File: config.mk
export PLATFORM = sky130hd
export DESIGN_NAME = lcd_serial_tx
export DESIGN_NICKNAME = d
export VERILOG_FILES = /design/src/rtl/lcd_serial_tx.sv
export SDC_FILE = /design/constraint.sdc
export NUM_CORES = 1
export LEC_CHECK = 0
export CORE_ASPECT_RATIO = 0.5
export CORE_MARGIN = 4
export CORE_UTILIZATION = 50
export CTS_BUF_LIST = sky130_fd_sc_hd__clkbuf_16
export DETAILED_ROUTE_END_ITERATION = 10
export GPL_TIMING_DRIVEN = 1
export HOLD_SLACK_MARGIN = 0.12
export PLACE_DENSITY = 0.81
export SLEW_MARGIN = 20
export SYNTH_ARGS = -nofsm -noshare
export SYNTH_HDL_FRONTEND = slang
export SYNTH_SLANG_ARGS = --single-unit
File: constraint.sdc
create_clock -name clk -period 2.5 [get_ports clk]
set_input_delay 0.75 -clock clk [delete_from_list [all_inputs] [get_ports clk]]
set_output_delay 0.75 -clock clk [all_outputs]
set_load 0.02 [all_outputs]
File: src/rtl/lcd_serial_tx.sv
module lcd_serial_tx #(
  parameter int DATA_W = 24
) (
  input  logic              clk,
  input  logic              rst_n,
  input  logic              tick_i,
  input  logic              fast_i,
  input  logic              cpol_i,
  input  logic              cpha_i,
  input  logic              cmd_en_i,
  input  logic [1:0]        dmode_i,
  input  logic              in_valid,
  output logic              in_ready,
  input  logic [DATA_W-1:0] in_data,
  input  logic              in_cmd,
  output logic              sclk_o,
  output logic              sdo_o,
  output logic              cs_n_o,
  output logic              busy_o,
  output logic              done_o
);
  localparam int FW = DATA_W + 1;
  localparam int CW = $clog2(2 * FW + 1);

  function automatic int pay_len(input logic [1:0] m);
    case (m)
      2'd0:    return 8;
      2'd1:    return 16;
      2'd2:    return 18;
      default: return 24;
    endcase
  endfunction

  logic [1:0]    mode_q;
  logic          cpol_q, cpha_q, cmden_q, fast_q;
  logic [FW-1:0] sr;
  logic [CW-1:0] hcnt, nedge;
  logic          tog, cs_n, done_q, sdo_q;

  logic [DATA_W-1:0] pay;
  logic [FW-1:0]     fr;
  logic [CW-1:0]     flen;

  assign pay  = in_data << (DATA_W - pay_len(dmode_i));
  assign fr   = cmd_en_i ? {in_cmd, pay} : {pay, 1'b0};
  assign flen = CW'(pay_len(dmode_i)) + CW'(cmd_en_i);

  wire accept    = in_valid && cs_n;
  wire step      = fast_q || tick_i;
  wire shift_now = cpha_q ? !hcnt[0] : (hcnt[0] && (hcnt + 1'b1 != nedge));

  always_ff @(posedge clk or negedge rst_n) begin
    if (!rst_n) begin
      cs_n <= 1'b1; done_q <= 1'b0; sdo_q <= 1'b0; tog <= 1'b0;
      hcnt <= '0; nedge <= '0; sr <= '0; mode_q <= '0;
      cpol_q <= 1'b0; cpha_q <= 1'b0; cmden_q <= 1'b0; fast_q <= 1'b0;
    end else begin
      done_q <= 1'b0;
      if (accept) begin
        cs_n    <= 1'b0;
        hcnt    <= '0;
        tog     <= 1'b0;
        nedge   <= flen << 1;
        mode_q  <= dmode_i;
        cpol_q  <= cpol_i;
        cpha_q  <= cpha_i;
        cmden_q <= cmd_en_i;
        fast_q  <= fast_i;
        if (!cpha_i) begin
          sdo_q <= fr[FW-1];
          sr    <= fr << 1;
        end else begin
          sr    <= fr;
        end
      end else if (!cs_n && step) begin
        if (hcnt == nedge) begin
          cs_n   <= 1'b1;
          done_q <= 1'b1;
        end else begin
          hcnt <= hcnt + 1'b1;
          tog  <= ~tog;
          if (shift_now) begin
            sdo_q <= sr[FW-1];
            sr    <= sr << 1;
          end
        end
      end
    end
  end

  assign in_ready = cs_n;
  assign busy_o   = !cs_n;
  assign cs_n_o   = cs_n;
  assign done_o   = done_q;
  assign sdo_o    = sdo_q;
  assign sclk_o   = cs_n ? cpol_i : (cpol_q ^ tog);

  assert_done_edge_R12: assert property (@(posedge clk) disable iff (!rst_n)
    done_o |-> (cs_n_o && $past(!cs_n_o)));

  assert_sdo_hold_R12: assert property (@(posedge clk) disable iff (!rst_n)
    (cs_n_o && $past(cs_n_o)) |-> $stable(sdo_o));

  assert_cfg_frozen_R11: assert property (@(posedge clk) disable iff (!rst_n)
    (!cs_n_o && $past(!cs_n_o)) |->
      ($stable(mode_q) && $stable(cpol_q) && $stable(cpha_q) && $stable(cmden_q) && $stable(fast_q)));

  assert_no_tick_no_edge_R10: assert property (@(posedge clk) disable iff (!rst_n)
    (!cs_n_o && $past(!cs_n_o) && !fast_q && !$past(tick_i)) |-> $stable(sclk_o));

  assert_count_range_R3: assert property (@(posedge clk) disable iff (!rst_n)
    !cs_n_o |-> (hcnt <= nedge));

  assert_busy_ready_R2: assert property (@(posedge clk) disable iff (!rst_n)
    (in_valid && busy_o) |=> !done_o || $past(hcnt == nedge));
endmodule

==> key figures <==
Yosys
  • Post-synth EDFFs: 0
  • Synth Flop Type: dfrtp_1
  • Mapped Nets: 437
  • Cell accounting for the most synthesized area: dfrtp_1
  • Yosys cell types: 70
  • Synthesized area: ~0.0034 mm²
  • Syn. warnings: 0
  • Post-synth top area share: 29.9%
  • Synth top area cells: dfrtp_1 30%, mux2i_1 6.4%, nor2_1 4.4%
  • Flops & latches, synth: 42
  • Async set or reset register ratio after synthesis: 100%
  • Post-synthesis sequential area ratio: between 30% and 40%
  • Mean Syn Cell Area: just under 9 µm²
  • Cells after Synth: 396

Placement
  • Post-DP Area: 0.00428 mm²
  • Post-placement setup slack: -631 ps
  • GP Congestion: 0.898
  • Detailed Place HPWL: 7010 µm
  • Port bufs: 40

Timing
  • Fin crit period: roughly 2500 ps
  • Fin. Hold Viols: 0
  • Max transition margin: 65.0%
  • Final setup viols: 0
  • Total negative slack: 0 ps
  • Fmax: 406 MHz
  • Final slew viol count: 0
  • Final setup margin: between 30 and 40 ps
  • Unrepaired setup endpoints after global routing: true
  • Final setup skew: ~9.4 ps
  • Worst-Margin Slew: between 500 and 600 ps
  • Tcrit/Tclk final: between 90% and 100%

Global routing
  • Vias in the first global route: around 3.2k
  • Global-route wire length before repair: roughly 16,000 µm
  • Initial antenna violation count: 0
  • GRT Util Overall: a little under a quarter
  • Grt ovf: 0
  • Pin count of the biggest net entering global routing: 43

Power and ir drop
  • Worst VDD drop: 0.000530 V
  • Leak: around 1.9 nW
  • P per Cell Area: 955 mW/mm²

Worst setup path
  • Worst setup SP type: input pin
  • Crit path kind: in -> reg
  • Crit path DAT: roughly 2600 ps
  • Critical path data required time: between 2000 and 3000 ps
  • Crit-path max FO: 4
  • Setup crit end kind: flip-flop

Outcome
  • Outcome: completed

Route
  • Drt via density: approximately 6.0
  • WL final: between 9000 and 10,000 µm
  • Routed vias: approximately 3.4k
  • Final ANT Viol Nets: 0
  • Initial DRC count: between 300 and 400
  • Avg WL per Cell: around 17 µm
  • Pre-Repair DR Iteration Count: 5
  • # DRC: 0

Die
  • Starting density of the core: 51.4%
  • DIE AREA: about 0.0083 mm²
  • Num rows: 21
  • Die Y: approximately 67 µm
  • Width of the die: between 100 and 150 µm
  • Core Box Area: around 0.0067 mm²
  • I/O pin cnt: 41

Clock tree
  • Clock latency on the worst-skew pair: ~290 ps
  • Clk root buf: clkbuf_16
  • CTS clk-pin slew, worst paths: ~60 ps
  • Total CTS buffers: 5
  • CTS Hold Bufs: 0
  • Clock sink count: 42
  • Longest Clk Path Bufs: 2
  • CTS tree: done
  • H-tree levels: 2

Finish
  • Design Area, Final: roughly 0.0046 mm²
  • Final nets: a little over 500
  • N_diodes: 0
  • Fillers: a little over 500
  • Area Growth Syn to Fin: 34.8%
  • Share of layout cells above drive strength 1: around 28%

Min path
  • Min-Delay Path Class: reg -> reg

Flow run
  • Maxcap violations: 0
[layout make-up]
class                   instances  area, µm²  share of cell area, %
well taps                      92        115                   2.49
multi-input cells             304       2330                   50.3
repair buffers                105        930                   20.1
flip-flops and latches         42       1050                   22.8
clock inverters                 3       16.3                  0.352
clock buffers                   5        125                   2.71
inverters                      16       60.1                   1.30
[metrics by stage]
stage                     instances  total power [mW]  util [%]  hold slack (ps)
final                           567              4.41      69.3              495
after global routing            567              4.71      69.3              528
after CTS                       567              4.39      68.3              493
after detailed placement        559              3.68      64.1              480
after global placement          559              3.60      64.1              474
after floorplan                 396              2.99         -              454
[repair_timing]
action	in CTS	in global routing
cloned	0	0
pin swaps	8	8
gates resized for setup	33	16
setup buffers	0	0
endpoints found under the setup margin	23	15
[path summary, 6_finish.rpt]
path                            startpoint      to  slack (ps)  cells after the start
max in group asynchronous            rst_n  cs_n_o        1610                      2
worst min register to register       sr[6]   sr[6]         490                      1
worst max register to register     hcnt[1]   sr[4]         130                      8
min in group asynchronous            rst_n     tog         510                      2
worst min-delay path                 sr[6]   sr[6]         490                      1
worst max-delay path            dmode_i[0]  sr[16]          40                     10
[sequential cells by signal, indices dropped and copies added, names as in the netlist]
name    cells
nedge       4
tog         1
cpol_q      1
sdo_o       1
sr         25
done_o      1
cpha_q      1
fast_q      1
hcnt        6
cs_n_o      1
[layer usage]
metal / track usage (%) / part of all wire, % / vias to the layer above
met5: 0 / 0 / -
met4: 8.11 / 2.2 / 0
met3: 4.88 / 7.3 / 27
met2: 37.6 / 45 / 169
met1: 33.0 / 46 / 1608
li1: - / - / 1621
[Yosys cell counts, types with 3 or more instances]
library cell / count
dfrtp_1: 41
nor2_1: 40
nand2_1: 39
mux2i_1: 22
a21oi_1: 14
o21ai_0: 14
clkbuf_1: 13
inv_1: 13
a21oi_2: 11
a22oi_1: 11
buf_2: 11
a31oi_1: 10
nor3_1: 9
nand3_1: 8
a32oi_1: 7
ha_1: 6
o221ai_1: 6
xnor2_1: 6
buf_6: 5
nand4_1: 5
nor2b_1: 5
o211ai_1: 5
o21ai_1: 5
a211oi_1: 4
a2bb2oi_1: 4
mux2_2: 4
nand2b_1: 4
o21bai_1: 4
o2bb2ai_1: 4
o31ai_1: 4
or3_1: 4
xor2_1: 4
and2_1: 3
buf_4: 3
mux4_2: 3
nand3b_1: 3
[logic make-up after synthesis]
group | Yosys count | share of synthesized area [%]
buffers and inverters | 50 | 7.29
AOI/OAI and AO/OA | 127 | 28.3
DFF | 42 | 30.7
adders and majority gates | 6 | 2.19
muxes | 29 | 9.70
and+or+nand+nor | 129 | 17.7
xor gates and xnor gates | 13 | 4.16
[power breakdown]
group	leakage, nW	total (mW)	switching (mW)	internal, mW
Clock	0.0730	0.639	0.272	0.367
Combinational	1.32	2.53	1.37	1.15
Sequential	0.476	1.25	0.257	0.992
Total	1.87	4.41	1.90	2.51
[worst max-delay path, cell delays in order]
cell	delay (ps)
clkdlybuf4s15_1	200
inv_2	90
ha_4	170
buf_6	120
mux4_2	520
a31oi_4	200
a31oi_4	50
a32oi_1	190
a21oi_1	80
mux2_2	270
[cells in the final DEF, fill, tap and decap left out, types with 5 or more instances in the layout]
| cell type | instances |
|---|---|
| a211oi_2 | 5 |
| clkbuf_16 | 5 |
| dfrtp_1 | 41 |
| o211ai_1 | 5 |
| xnor2_1 | 6 |
| nand3_1 | 7 |
| a32oi_1 | 5 |
| nand4_1 | 5 |
| o21ai_0 | 13 |
| a31oi_1 | 8 |
| a21oi_1 | 13 |
| nor2_1 | 40 |
| a21oi_2 | 12 |
| nor3_1 | 9 |
| inv_1 | 12 |
| a22oi_1 | 10 |
| o21ai_1 | 6 |
| clkdlybuf4s50_1 | 36 |
| nand2_1 | 39 |
| mux2i_1 | 22 |
| buf_4 | 59 |
(Power assumes the default switching activity.)
